`config.mk`:
```
export PLATFORM = sky130hd
export DESIGN_NAME = mbist_engine
export DESIGN_NICKNAME = d
export VERILOG_FILES = /design/src/rtl/mbist_pkg.sv /design/src/rtl/mbist_rst_sync.sv /design/src/rtl/mbist_lfsr.sv /design/src/rtl/mbist_addrgen.sv /design/src/rtl/mbist_faillog.sv /design/src/rtl/mbist_engine.sv
export SDC_FILE = /design/constraint.sdc
export NUM_CORES = 1
export LEC_CHECK = 0
export ABC_AREA = 1
export BUFFER_PORTS_ARGS = -buffer_cell sky130_fd_sc_hd__buf_4
export CAP_MARGIN = 20
export CORE_MARGIN = 8
export CORE_UTILIZATION = 35
export DETAILED_ROUTE_END_ITERATION = 12
export PLACE_DENSITY_LB_ADDON = 0.25
export SLEW_MARGIN = 15
export SYNTH_ARGS = -nofsm -noshare
export SYNTH_HDL_FRONTEND = slang
export SYNTH_SLANG_ARGS = --single-unit
```
`constraint.sdc`:
```
create_clock -name clk -period 7 [get_ports clk]
set_input_delay 1.05 -clock clk [delete_from_list [all_inputs] [get_ports clk]]
set_output_delay 1.05 -clock clk [all_outputs]
set_load 0.02 [all_outputs]
```
`src/rtl/mbist_pkg.sv`:
```
package mbist_pkg;
  localparam int unsigned START_BIT = 31;
  localparam int unsigned FAIL_BIT  = 30;
  localparam int unsigned HALT_BIT  = 29;
  localparam int unsigned ABORT_BIT = 28;
  localparam int unsigned SEL_CSR   = 0;
  localparam int unsigned SEL_LO    = 1;
  localparam int unsigned SEL_HI    = 2;
  localparam int unsigned SEL_SEED  = 3;

  typedef enum logic [1:0] {
    ST_IDLE  = 2'd0,
    ST_WRITE = 2'd1,
    ST_READ  = 2'd2,
    ST_DRAIN = 2'd3
  } mb_state_e;

  // Only write-then-compare, random data and windowed addressing are runnable.
  function automatic logic mb_cfg_ok(input logic [31:0] w);
    return (w[5:4] == 2'b11) && (w[9:8] == 2'b11) && (w[7:6] == 2'b10) &&
           (w[26:24] == 3'd0) && !w[ABORT_BIT];
  endfunction
endpackage

```
`src/rtl/mbist_rst_sync.sv`:
```
module mbist_rst_sync (
  input  logic clk,
  input  logic rst_n,
  output logic rst_n_sync
);
  logic [1:0] sync_q;

  always_ff @(posedge clk or negedge rst_n) begin
    if (!rst_n) sync_q <= 2'b00;
    else        sync_q <= {sync_q[0], 1'b1};
  end

  assign rst_n_sync = sync_q[1];
endmodule

```
`src/rtl/mbist_lfsr.sv`:
```
module mbist_lfsr #(
  parameter int unsigned   W    = 32,
  parameter logic [W-1:0] TAPS = 32'h8020_0003
) (
  input  logic         clk,
  input  logic         rst_n,
  input  logic         load,
  input  logic [W-1:0] seed,
  input  logic         step,
  output logic [W-1:0] value
);
  logic [W-1:0] state_q, state_d;

  always_comb begin
    state_d = state_q;
    if (load)      state_d = seed;
    else if (step) state_d = {state_q[W-2:0], ^(state_q & TAPS)};
  end

  always_ff @(posedge clk or negedge rst_n) begin
    if (!rst_n) state_q <= '0;
    else        state_q <= state_d;
  end

  assign value = state_q;
endmodule

```
`src/rtl/mbist_addrgen.sv`:
```
module mbist_addrgen #(
  parameter int unsigned AW = 16
) (
  input  logic          clk,
  input  logic          rst_n,
  input  logic          load,
  input  logic [AW-1:0] base,
  input  logic [AW-1:0] limit,
  input  logic          step,
  output logic [AW-1:0] addr,
  output logic          last
);
  logic [AW-1:0] addr_q, addr_d;

  always_comb begin
    addr_d = addr_q;
    if (load)      addr_d = base;
    else if (step) addr_d = addr_q + AW'(1);
  end

  always_ff @(posedge clk or negedge rst_n) begin
    if (!rst_n) addr_q <= '0;
    else        addr_q <= addr_d;
  end

  assign addr = addr_q;
  assign last = (addr_q == limit);
endmodule

```
`src/rtl/mbist_faillog.sv`:
```
module mbist_faillog #(
  parameter int unsigned AW = 16,
  parameter int unsigned CW = 8
) (
  input  logic          clk,
  input  logic          rst_n,
  input  logic          clear,
  input  logic          hit,
  input  logic [AW-1:0] hit_addr,
  output logic [CW-1:0] count,
  output logic [AW-1:0] first_addr
);
  localparam logic [CW-1:0] CNT_MAX = {CW{1'b1}};

  logic [CW-1:0] cnt_q, cnt_d;
  logic [AW-1:0] first_q, first_d;
  logic          first_en;

  always_comb begin
    cnt_d    = cnt_q;
    first_en = 1'b0;
    first_d  = hit_addr;
    if (clear) begin
      cnt_d    = '0;
      first_en = 1'b1;
      first_d  = '0;
    end else if (hit) begin
      if (cnt_q != CNT_MAX) cnt_d = cnt_q + CW'(1);
      first_en = (cnt_q == '0);
    end
  end

  always_ff @(posedge clk or negedge rst_n) begin
    if (!rst_n) cnt_q <= '0;
    else        cnt_q <= cnt_d;
  end

  always_ff @(posedge clk or negedge rst_n) begin
    if (!rst_n)        first_q <= '0;
    else if (first_en) first_q <= first_d;
  end

  assign count      = cnt_q;
  assign first_addr = first_q;
endmodule

```
`src/rtl/mbist_engine.sv`:
```
module mbist_engine
  import mbist_pkg::*;
#(
  parameter int unsigned   AW       = 16,
  parameter int unsigned   DW       = 32,
  parameter int unsigned   CW       = 8,
  parameter logic [DW-1:0] TAPS     = 32'h8020_0003,
  parameter logic [DW-1:0] SEED_RST = 32'hACE1_2345
) (
  input  logic          clk,
  input  logic          rst_n,
  input  logic          reg_wr,
  input  logic [1:0]    reg_sel,
  input  logic [31:0]   reg_wdata,
  output logic [31:0]   csr_rdata,
  output logic          req_valid,
  output logic          req_cmd,
  output logic [AW-1:0] req_addr,
  output logic [DW-1:0] req_wdata,
  output logic [1:0]    req_rank,
  input  logic          rsp_valid,
  input  logic [DW-1:0] rsp_rdata,
  output logic          done,
  output logic          fail,
  output logic [CW-1:0] fail_count,
  output logic [AW-1:0] first_fail_addr
);
  logic          rst_ns;
  mb_state_e     st_q, st_d;
  logic [31:0]   csr_q, csr_d;
  logic          done_q, done_d;
  logic [AW-1:0] lo_addr_q, hi_addr_q;
  logic [DW-1:0] seed_q;

  logic          csr_wr, idle_wr;
  logic          lfsr_load, lfsr_step;
  logic [DW-1:0] lfsr_val;
  logic          iss_load, iss_step, iss_last;
  logic [AW-1:0] iss_addr;
  logic          chk_load, chk_step, chk_last;
  logic [AW-1:0] chk_addr;
  logic          log_clear, log_hit;
  logic          mismatch, finish, comparing;

  mbist_rst_sync u_rst (.clk(clk), .rst_n(rst_n), .rst_n_sync(rst_ns));

  mbist_lfsr #(.W(DW), .TAPS(TAPS)) u_lfsr (
    .clk(clk), .rst_n(rst_ns), .load(lfsr_load), .seed(seed_q),
    .step(lfsr_step), .value(lfsr_val)
  );

  mbist_addrgen #(.AW(AW)) u_iss (
    .clk(clk), .rst_n(rst_ns), .load(iss_load), .base(lo_addr_q),
    .limit(hi_addr_q), .step(iss_step), .addr(iss_addr), .last(iss_last)
  );

  mbist_addrgen #(.AW(AW)) u_chk (
    .clk(clk), .rst_n(rst_ns), .load(chk_load), .base(lo_addr_q),
    .limit(hi_addr_q), .step(chk_step), .addr(chk_addr), .last(chk_last)
  );

  mbist_faillog #(.AW(AW), .CW(CW)) u_log (
    .clk(clk), .rst_n(rst_ns), .clear(log_clear), .hit(log_hit),
    .hit_addr(chk_addr), .count(fail_count), .first_addr(first_fail_addr)
  );

  assign csr_wr    = reg_wr && (reg_sel == 2'(SEL_CSR));
  assign idle_wr   = reg_wr && (st_q == ST_IDLE);
  assign comparing = ((st_q == ST_READ) || (st_q == ST_DRAIN)) && rsp_valid;
  assign mismatch  = (rsp_rdata != lfsr_val);

  // Window and seed registers: writable only while idle.
  always_ff @(posedge clk or negedge rst_ns) begin
    if (!rst_ns)                                   lo_addr_q <= '0;
    else if (idle_wr && reg_sel == 2'(SEL_LO))     lo_addr_q <= reg_wdata[AW-1:0];
  end

  always_ff @(posedge clk or negedge rst_ns) begin
    if (!rst_ns)                                   hi_addr_q <= '0;
    else if (idle_wr && reg_sel == 2'(SEL_HI))     hi_addr_q <= reg_wdata[AW-1:0];
  end

  always_ff @(posedge clk or negedge rst_ns) begin
    if (!rst_ns)                                   seed_q <= SEED_RST;
    else if (idle_wr && reg_sel == 2'(SEL_SEED))   seed_q <= reg_wdata[DW-1:0];
  end

  // Next-state logic.
  always_comb begin
    st_d      = st_q;
    csr_d     = csr_q;
    lfsr_load = 1'b0;
    lfsr_step = 1'b0;
    iss_load  = 1'b0;
    iss_step  = 1'b0;
    chk_load  = 1'b0;
    chk_step  = 1'b0;
    log_clear = 1'b0;
    log_hit   = 1'b0;
    finish    = 1'b0;

    unique case (st_q)
      ST_IDLE: begin
        if (csr_wr) begin
          csr_d = reg_wdata;
          if (reg_wdata[START_BIT]) begin
            if (mb_cfg_ok(reg_wdata)) begin
              st_d      = ST_WRITE;
              lfsr_load = 1'b1;
              iss_load  = 1'b1;
              log_clear = 1'b1;
            end else begin
              csr_d[START_BIT] = 1'b0;
            end
          end
        end
      end
      ST_WRITE: begin
        iss_step  = 1'b1;
        lfsr_step = 1'b1;
        if (iss_last) begin
          st_d      = ST_READ;
          lfsr_load = 1'b1;
          iss_load  = 1'b1;
          chk_load  = 1'b1;
        end
      end
      ST_READ: begin
        iss_step = 1'b1;
        if (iss_last) st_d = ST_DRAIN;
      end
      default: ;
    endcase

    if (comparing) begin
      lfsr_step = 1'b1;
      chk_step  = 1'b1;
      if (mismatch) begin
        csr_d[FAIL_BIT] = 1'b1;
        log_hit         = 1'b1;
      end
      if (chk_last || (mismatch && csr_q[HALT_BIT])) finish = 1'b1;
    end

    if ((st_q != ST_IDLE) && csr_wr && reg_wdata[ABORT_BIT]) begin
      finish           = 1'b1;
      log_hit          = 1'b0;
      csr_d[ABORT_BIT] = 1'b1;
      csr_d[FAIL_BIT]  = csr_q[FAIL_BIT];
    end

    done_d = finish;
    if (finish) begin
      st_d             = ST_IDLE;
      csr_d[START_BIT] = 1'b0;
    end
  end

  // State registers.
  always_ff @(posedge clk or negedge rst_ns) begin
    if (!rst_ns) begin
      st_q   <= ST_IDLE;
      csr_q  <= '0;
      done_q <= 1'b0;
    end else begin
      st_q   <= st_d;
      csr_q  <= csr_d;
      done_q <= done_d;
    end
  end

  assign req_valid = (st_q == ST_WRITE) || (st_q == ST_READ);
  assign req_cmd   = (st_q == ST_READ);
  assign req_addr  = iss_addr;
  assign req_wdata = (st_q == ST_WRITE) ? lfsr_val : '0;
  assign req_rank  = csr_q[21:20];
  assign csr_rdata = csr_q;
  assign done      = done_q;
  assign fail      = csr_q[FAIL_BIT];
endmodule

```
[Yosys cells after proc, flatten, opt, wreduce, memory -nomap -nowiden]
Index checks and enable logic that the tools add are counted.
W data, S select, Z words.
Word-level totals
  register bits after elaboration: 189
  input bits: 70
  output and inout port bits: 110
  logic and storage cells: 118
Cells by class
  add/subtract/negate cells: 3
  equal/unequal tests: 18
  multiplexer cells: 43
  reductions and logical operators: 39
Operators with widths (count)
  $mux W32: 5
  $mux W16: 5
  $add A16 B1 Y16 const B: 2
  $eq A16 B16 Y1: 2
  $ne A32 B32 Y1: 1
  $reduce_xor A32 Y1: 1
  $mux W8: 3
  $mux W1: 22
  $reduce_bool A2 Y1: 10
  $eq A2 B2 Y1 const B: 7
  $logic_and A1 B1 Y1: 13
  $mux W2: 6
  $ne A3 B3 Y1 const B: 3
  $add A8 B1 Y8 const B: 1
  $logic_not A8 Y1: 1
  $ne A8 B8 Y1 const B: 1
  $reduce_and A2 Y1: 4
  $pmux W2 S3: 1
  $reduce_and A6 Y1: 1
  $eq A2 B1 Y1 const B: 2
  $logic_not A2 Y1: 2
  $reduce_bool A4 Y1: 1
  $logic_not A3 Y1: 1
  $logic_or A1 B1 Y1: 3
  other kinds (5): 5

[Depth between registers and ports, before layout]
Gate-level depths: netlist (run 1).
  depth after elaboration: 11
  depth in mapped cells: 13
  gate-level depth less buffers: 12

[Cells and area by module]
A second synthesis (run 1) with hierarchy kept.
Second synthesis, totals
  cells, all modules: 1254
  area, all modules: 10007.1 µm²
By module, submodules not included
  mbist_engine: times used 1, cells an instance 551, area each 4655.7 µm², sequential area each 2494.9 µm²
  mbist_addrgen: times used 2, cells an instance 181, area each 1291.2 µm², sequential area each 400.4 µm²
  mbist_lfsr: times used 1, cells an instance 186, area each 1457.6 µm², sequential area each 800.8 µm²
  mbist_faillog: times used 1, cells an instance 152, area each 1257.5 µm², sequential area each 600.6 µm²
  mbist_rst_sync: times used 1, cells an instance 3, area each 53.8 µm², sequential area each 50.0 µm²

[Worst setup path after synthesis (run 1)]
No wires, ideal clock.
  kind: flip-flop to output port
  start point: reg st_q[1]
  end point: out req_wdata[10]
  arrival time: 1.379 ns
  data required time: 5.950 ns
  setup slack: 4.571 ns
  cell stages (with the launch flop): 7
  buffers on the path: 2
  cells stage by stage: dfrtp_1 > inv_1 > ha_1 > clkbuf_1 > buf_1 > nand2_1 > inv_1
Between the ends
  word-level cells in the longest chain between the ends: 2
Ends and longest elaborated chain
  start: declaration: line mbist_engine.sv:29  | mb_state_e st_q, st_d;
  start signal: assignment: line mbist_engine.sv:166  | st_q <= st_d;
  $eq A2 B1 Y1: line mbist_engine.sv:175  | assign req_wdata = (st_q == ST_WRITE) ? lfsr_val : '0;
  $mux W32: line mbist_engine.sv:175
  end: declaration: line mbist_engine.sv:19  | output logic [DW-1:0] req_wdata,
No other way between the ends.

[Worst setup path after layout (run 1)]
  start point: reg st_q[1]
  end point: out req_valid
Between the ends
  word-level cells in the longest chain between the ends: 2
  elaborated cells on any way between the ends: 3
  classes of those cells: 2 x eq/ne; 1 x reduce/logical
Ends and longest elaborated chain
  $eq A2 B1 Y1 or $eq A2 B2 Y1 (tied branches): line mbist_engine.sv:172  | assign req_valid = (st_q == ST_WRITE) || (st_q == ST_READ);
  $logic_or A1 B1 Y1 *: line mbist_engine.sv:172
  end: declaration: line mbist_engine.sv:16  | output logic req_valid,
Mark *: on every way between the ends. The rest lies on a longest branch, timed or not.

==> flow_summary.json, run 1 <==
{
  "io_buffers": 179,
  "whs_ns": 0.355,
  "yosysMostFrequentCell": "nand2_1",
  "synth_common_cells": "376 x nand2_1, 175 x dfrtp_1, 150 x nand3_1",
  "insertion_delay_ns": 0.43,
  "ys_top_cells_by_area": "dfrtp_1 45%, nand2_1 14%, nand3_1 7.7%, inv_1 5.0%, dfstp_2 3.8%",
  "fmax_ghz": 0.328,
  "r2r_slack_ns": 4.14,
  "postCtsSetupRepairBufs": 0,
  "cts_tree": "done",
  "cp_max_fo": 18,
  "tns_ns": 0,
  "ant_nets": 0,
  "dp_hpwl_mm": 22.8,
  "drc": 0,
  "outcome": "complete, no violations",
  "routabilityCongestion": 0.918,
  "post-route-period-util_pct": 43.6,
  "synth-edff-count": 0,
  "gr-usage-all-layers_pct": 17.9,
  "ys_async_sr_fraction_pct": 100,
  "dr.pass1.iters": 5,
  "synth_nets": 1336,
  "cts_made_buffers": 17,
  "cts_root_buf": "clkbuf_16",
  "ys.flop_type": "dfrtp_1",
  "grt-ovfl-total": 0,
  "synth.avg_cell_area_um2": 7.78,
  "finalSetupViolCount": 0,
  "die_w_um": 183,
  "period_minus_slack_ns": 3.05,
  "ir_drop_mv": 0.129,
  "tightest_slew_ns": 0.942,
  "postSynthCellCount": 1258,
  "clock_path_buffers": 2,
  "pre_cts_ws_ns": 3.74,
  "die_h_um": 183,
  "crit_required_ns": 5.95,
  "hp-class": "reg2reg",
  "cp.arrival_ns": 2.00,
  "slew_viol_final": 0,
  "rsz0062_at_grt": "false",
  "path_class": "reg2out",
  "wl_mm": 30.4,
  "drt-initial-drc-count": 720,
  "ioPinCount": 180,
  "crit_path_start_kind": "register",
  "fin_nets": 1490,
  "syn_to_final_growth_pct": 22.6,
  "cts_num_sinks": 189,
  "dieArea_um2": 33600,
  "pwr_density_cell_nw_per_um2": 214,
  "ys_seq_area_share_pct": 48.5,
  "drive_gt1_share_pct": 18.8,
  "ctsHoldBuffers": 0,
  "cp-end-kind": "output port",
  "hold_viol_final": 0,
  "drv_cap": 0,
  "synth_largest_area_cell": "dfrtp_1",
  "insertedDiodeCount": 0,
  "htreeDepth": 4,
  "grt_pass1_wl_mm": 47.3,
  "path_clk_slew_ns": 0.07,
  "fillers": 2900,
  "vias": 8651,
  "ys_seq_elements": 189,
  "finalWorstSetupSlack_ns": 3.95,
  "cts_resized": 0,
  "viasPerCell": 4.80,
  "grt_pass1_vias": 8342,
  "slew_headroom_pct": 37.2,
  "wire_per_inst_um": 16.9,
  "yosysUniqueCellTypes": 36,
  "final.setup_skew_ns": 0.0124,
  "total_leakage_power_nw": 6.23,
  "antenna_found_initial": 1,
  "core_um2": 27600,
  "ys_warn_count": 0,
  "synth_top_area_share_pct": 44.7,
  "start_util_pct": 35.4,
  "netlist_area_um2": 9790,
  "num_rows": 61,
  "grt_max_degree": 73
}
[flip-flops by register name, indices dropped and copies added, names as in the netlist]
signal,count
u_log.first_addr,16
lo_addr_q,16
hi_addr_q,16
csr_rdata,32
done,1
u_chk.addr,16
u_lfsr.value,32
u_iss.addr,16
seed_q,32
u_log.count,8
u_rst.sync_q,2
st_q,2
[logic make-up after synthesis]
kind of cell,after synthesis,synth area share [%]
compound gates,121,6.40
flops,189,48.5
xor+xnor,70,6.26
buf+inv,193,8.12
mux,4,0.460
other cells,1,0.0383
simple gates,672,29.2
fa+ha+maj,8,1.02
[metrics by stage]
stage | cells | power, mW | cell area, µm² | util (%)
detailed placement | 1771 | 1.62 | 11400 | 41.4
floorplan | 1258 | 1.46 | 9790 | -
global route | 1803 | 2.68 | 12000 | 43.5
global placement | 1770 | 1.61 | 11400 | 41.3
finish | 1803 | 2.57 | 12000 | 43.5
CTS | 1803 | 2.59 | 12000 | 43.5
[final timing paths]
path | start | end | cells after the start
setup / recovery | st_q[1]$_DFFE_PN0P_ | req_valid | 3
hold / removal | u_rst.sync_q[0]$_DFF_PN0_ | u_rst.sync_q[1]$_DFF_PN0_ | 0
setup reg to reg | st_q[1]$_DFFE_PN0P_ | u_lfsr.value[5]$_DFFE_PN0P_ | 11
hold reg to reg | u_rst.sync_q[0]$_DFF_PN0_ | u_rst.sync_q[1]$_DFF_PN0_ | 0
max in group asynchronous | u_rst.sync_q[1]$_DFF_PN0_ | csr_rdata[13]$_DFFE_PN0P_ | 1
min in group asynchronous | u_rst.sync_q[1]$_DFF_PN0_ | hi_addr_q[5]$_DFFE_PN0P_ | 0
[per-layer routing]
layer / vias up / part of all wire (%) / GRT usage (%)
met4: 2 / 1.5 / 4.72
met1: 4113 / 47 / 24.7
li1: 4291 / - / -
met2: 218 / 47 / 28.6
met5: - / 0.043 / 0
met3: 27 / 4.7 / 3.24
[final cells by class]
type                    count  area (µm²)  share of cell area, %
flip-flops and latches    189        4750                   39.6
multi-input cells         876        4260                   35.5
repair buffers            189        1430                   11.9
inverters                 139         522                   4.35
well taps                 378         473                   3.94
clock buffers              17         425                   3.54
clock inverters            15         151                   1.26
[worst max-delay path: stages, from the launching register on]
cell and delay (ns):
dfrtp_1 0.45, inv_1 0.09, ha_1 0.75, buf_4 0.26
[power by group]
group	total [mW]	leakage (nW)	switching, mW	internal, mW
clock	0.970	0.279	0.465	0.505
sequential	1.28	2.38	0.0873	1.19
combinational	0.316	3.57	0.179	0.137
[cell usage in the layout, fill, tap and decap left out, types with 2 or more instances in the layout]
master	Yosys	final
inv_6	0	5
inv_1	130	129
clkbuf_16	0	17
inv_8	0	4
dfrtp_1	175	174
nor2_1	96	96
dfstp_2	14	14
nor3_1	11	11
mux2_2	4	4
xnor2_1	37	37
o211ai_1	7	7
nand2_1	376	376
clkinv_2	0	2
inv_2	8	8
nand3_1	150	150
or2_2	6	6
clkinvlp_4	0	3
ha_1	8	8
buf_4	5	188
nor4_1	2	2
o21ai_0	65	65
o21ai_1	11	10
nand2_2	3	3
a21oi_1	37	37
nand4_1	17	17
xor2_1	33	33
nor2_2	4	4
clkinv_1	1	2
No activity file was read; power rests on OpenSTA's default activity.
==> run 2: changes to the inputs <==
--- a/config.mk
+++ b/config.mk
@@ -5,7 +5,7 @@
 export SDC_FILE = /design/constraint.sdc
 export NUM_CORES = 1
 export LEC_CHECK = 0
-export ABC_AREA = 1
+export ABC_AREA = 0
 export BUFFER_PORTS_ARGS = -buffer_cell sky130_fd_sc_hd__buf_4
 export CAP_MARGIN = 20
 export CORE_MARGIN = 8
==> constraint.sdc (replaced) <==
create_clock -name clk -period 2.97 [get_ports clk]
set_input_delay 0.4455 -clock clk [delete_from_list [all_inputs] [get_ports clk]]
set_output_delay 0.4455 -clock clk [all_outputs]
set_load 0.02 [all_outputs]
==> run 2 against run 1 <==
Effect of this change: clock skew barely moved; clock power rose by 150%; combinational power rose to 16 times the previous value; count of clock-buffer cells in the layout did not move; power rose to 5.0 times the previous value; critical endpoint is now st_q[0]$_DFFE_PN0P_; sequential share of layout area rose by 1.0 points; final area fell by 2.6%; sequential cell count did not move; register-to-register slack got worse by 3.9 ns.
==> flow_summary.json, run 2 <==
{
  "crit_path_max_incr_delay_ns": 0.63,
  "cp_slowest_cell": "nor4_1",
  "gr-usage-all-layers_pct": 16.9,
  "hp-class": "in2reg",
  "ys_seq_elements": 189,
  "cp-end-kind": "register",
  "final_cell_mix": "197 x buf_4, 174 x dfrtp_1, 141 x nand2_1",
  "period_minus_slack_ns": 2.70,
  "finalWorstSetupSlack_ns": 0.275,
  "insertion_delay_ns": 0.43,
  "p_seq_share_pct": 40.7,
  "pwr-share-comb_pct": 40.4,
  "outcome": "complete, no violations",
  "synth-edff-count": 0,
  "internal-power_mw": 7.76,
  "finalNonFillerCells": 1408,
  "synth_common_cells": "175 x dfrtp_1, 141 x nand2_1, 81 x nor2_1",
  "wire_per_inst_um": 19.3,
  "io_buffers": 179,
  "utilization_pct": 44.9,
  "cp_max_fo": 12,
  "min_from": "reg_wdata[29]",
  "yosysUniqueCellTypes": 45,
  "num_rows": 59,
  "die_w_um": 179,
  "cp.arrival_ns": 3.03,
  "post-route-period-util_pct": 90.7,
  "finalSetupViolCount": 0,
  "synth_top_area_share_pct": 47.3,
  "crit_required_ns": 3.30,
  "synth.avg_cell_area_um2": 10.4,
  "fillers": 2493,
  "cts_root_buf": "clkbuf_16",
  "final_common_cell": "buf_4",
  "syn_to_final_growth_pct": 26.3,
  "dieArea_um2": 31900,
  "slew_viol_final": 0,
  "ir_drop_mv": 0.538,
  "dp_hpwl_mm": 20.4,
  "drv_cap": 0,
  "cts_num_sinks": 189,
  "start_util_pct": 35.6,
  "drc": 0,
  "synth_nets": 965,
  "path_class": "reg2reg",
  "power.switching_mw": 5.00,
  "crit_path_start": "u_lfsr.value[21]$_DFFE_PN0P_",
  "htreeDepth": 4,
  "postCtsSetupRepairBufs": 0,
  "crit_buf_inv": 0,
  "p_clk_share_pct": 18.9,
  "core_um2": 26100,
  "pre_cts_ws_ns": 0.171,
  "whs_ns": 0.219,
  "postSynthCellCount": 887,
  "clock_path_buffers": 2,
  "rsz0062_at_grt": "false",
  "tightest_slew_ns": 0.881,
  "slew_headroom_pct": 41.2,
  "insertedDiodeCount": 0,
  "dr.pass1.iters": 4,
  "tns_ns": 0,
  "drt-initial-drc-count": 483,
  "place_area_um2": 11100,
  "r2r_start": "u_lfsr.value[21]$_DFFE_PN0P_",
  "design_area_um2": 11700,
  "switching_share_pct": 39.2,
  "power_mw": 12.8,
  "vias": 6957,
  "drive_gt1_share_pct": 30.4,
  "ant_nets": 0,
  "path_cells": "xnor2_1 > nand4_1 > nor4_1 > and2_1 > o21ai_0 > a221oi_2",
  "pwr_density_cell_nw_per_um2": 1090,
  "ys_async_sr_fraction_pct": 100,
  "cts_made_buffers": 17,
  "ioPinCount": 180,
  "ys.flop_type": "dfrtp_1",
  "ys_seq_area_share_pct": 51.2,
  "critPathTopFamily": "simple AND/OR/NAND/NOR gates",
  "grt_pass1_wl_mm": 41.5,
  "crit_path_start_kind": "register",
  "ys_warn_count": 0,
  "path_clk_slew_ns": 0.07,
  "netlist_area_um2": 9270,
  "wl_mm": 27.1,
  "ys_top_cells_by_area": "dfrtp_1 47%, mux2_2 7.8%, xnor2_1 7.4%, mux2i_1 5.7%, nand2_1 5.7%",
  "synth_largest_area_cell": "dfrtp_1",
  "grt_pass1_vias": 7151,
  "cts_resized": 0,
  "routabilityCongestion": 0.843,
  "yosysMostFrequentCell": "dfrtp_1",
  "cts_tree": "done",
  "dp_cells": 1375,
  "final.setup_skew_ns": 0.0123,
  "total_leakage_power_nw": 5.43,
  "grt-ovfl-total": 0,
  "hold_viol_final": 0,
  "ctsHoldBuffers": 1,
  "die_h_um": 179,
  "antenna_found_initial": 0,
  "fmax_ghz": 0.371,
  "fin_nets": 1138,
  "viasPerCell": 4.94,
  "grt_max_degree": 65
}
-- run 2: changes by cell type in the layout (fill, tap and decap cells not counted), moves of 15 or more --
cell,previous run,this run
a21oi_1,37,70
and2_1,0,35
inv_1,129,6
mux2_2,4,64
mux2i_1,0,52
nand2_1,376,141
nand3_1,150,13
nor2_1,96,81
o21ai_0,65,4
xnor2_1,37,78
xor2_1,33,18
-- run 2: routing by layer --
layer	track usage (%)	share of wire, %	vias up
met1	22.6	45	3440
met2	27.7	49	144
met3	3.22	4.7	22
met5	0	0	-
met4	4.44	1.3	0
li1	-	-	3351
-- run 2: final cells by class --
cell class	instances	area, µm²	share of cell area (%)
Timing Repair Buffer	202	1570	13.4
Multi-Input combinational cell	644	4310	36.9
Sequential cell	189	4750	40.6
Tap cell	335	419	3.58
Clock inverter	15	199	1.70
Clock buffer	17	425	3.64
Inverter	6	22.5	0.192
-- run 2: kinds of logic (layout without fill, tap and decap cells) --
group,count (synthesis),count (layout),synth area share (%)
buffers and inverters,54,240,2.53
AND/OR/NAND/NOR,334,334,17.3
other,1,1,0.0405
XOR/XNOR,96,96,9.07
multiplexers,117,117,13.5
flip-flops,189,189,51.2
AO/OA/AOI/OAI,88,88,5.25
adder cells (fa/ha/maj),8,8,1.08
-- run 2: worst paths after layout --
| kind | to | slack [ns] | cells after the start |
|---|---|---|---|
| worst max-delay path | st_q[0]$_DFFE_PN0P_ | 0.27 | 6 |
| worst min-delay path | csr_rdata[29]$_DFFE_PN0P_ | 0.22 | 3 |
| worst max register to register | st_q[0]$_DFFE_PN0P_ | 0.27 | 6 |
| worst min register to register | u_rst.sync_q[1]$_DFF_PN0_ | 0.35 | 0 |
| max in group asynchronous | seed_q[16]$_DFFE_PN1P_ | 1.70 | 1 |
| min in group asynchronous | u_rst.sync_q[1]$_DFF_PN0_ | 0.33 | 2 |
-- run 2: worst register-to-register path: stages (launching register included) --
cell      delay, ns
dfrtp_1        0.45
xnor2_1        0.22
nand4_1        0.11
nor4_1         0.63
and2_1         0.54
o21ai_0        0.38
a221oi_2       0.26
-- run 2: power by group through the flow --
stage,Combinational [mW],Clock [mW],Sequential (mW)
after floorplan,3.05,0,5.26
after global placement,5.12,0,5.23
after detailed placement,5.22,0,5.23
after CTS,5.23,2.47,5.21
after global routing,5.63,2.56,5.37
final,5.15,2.41,5.19
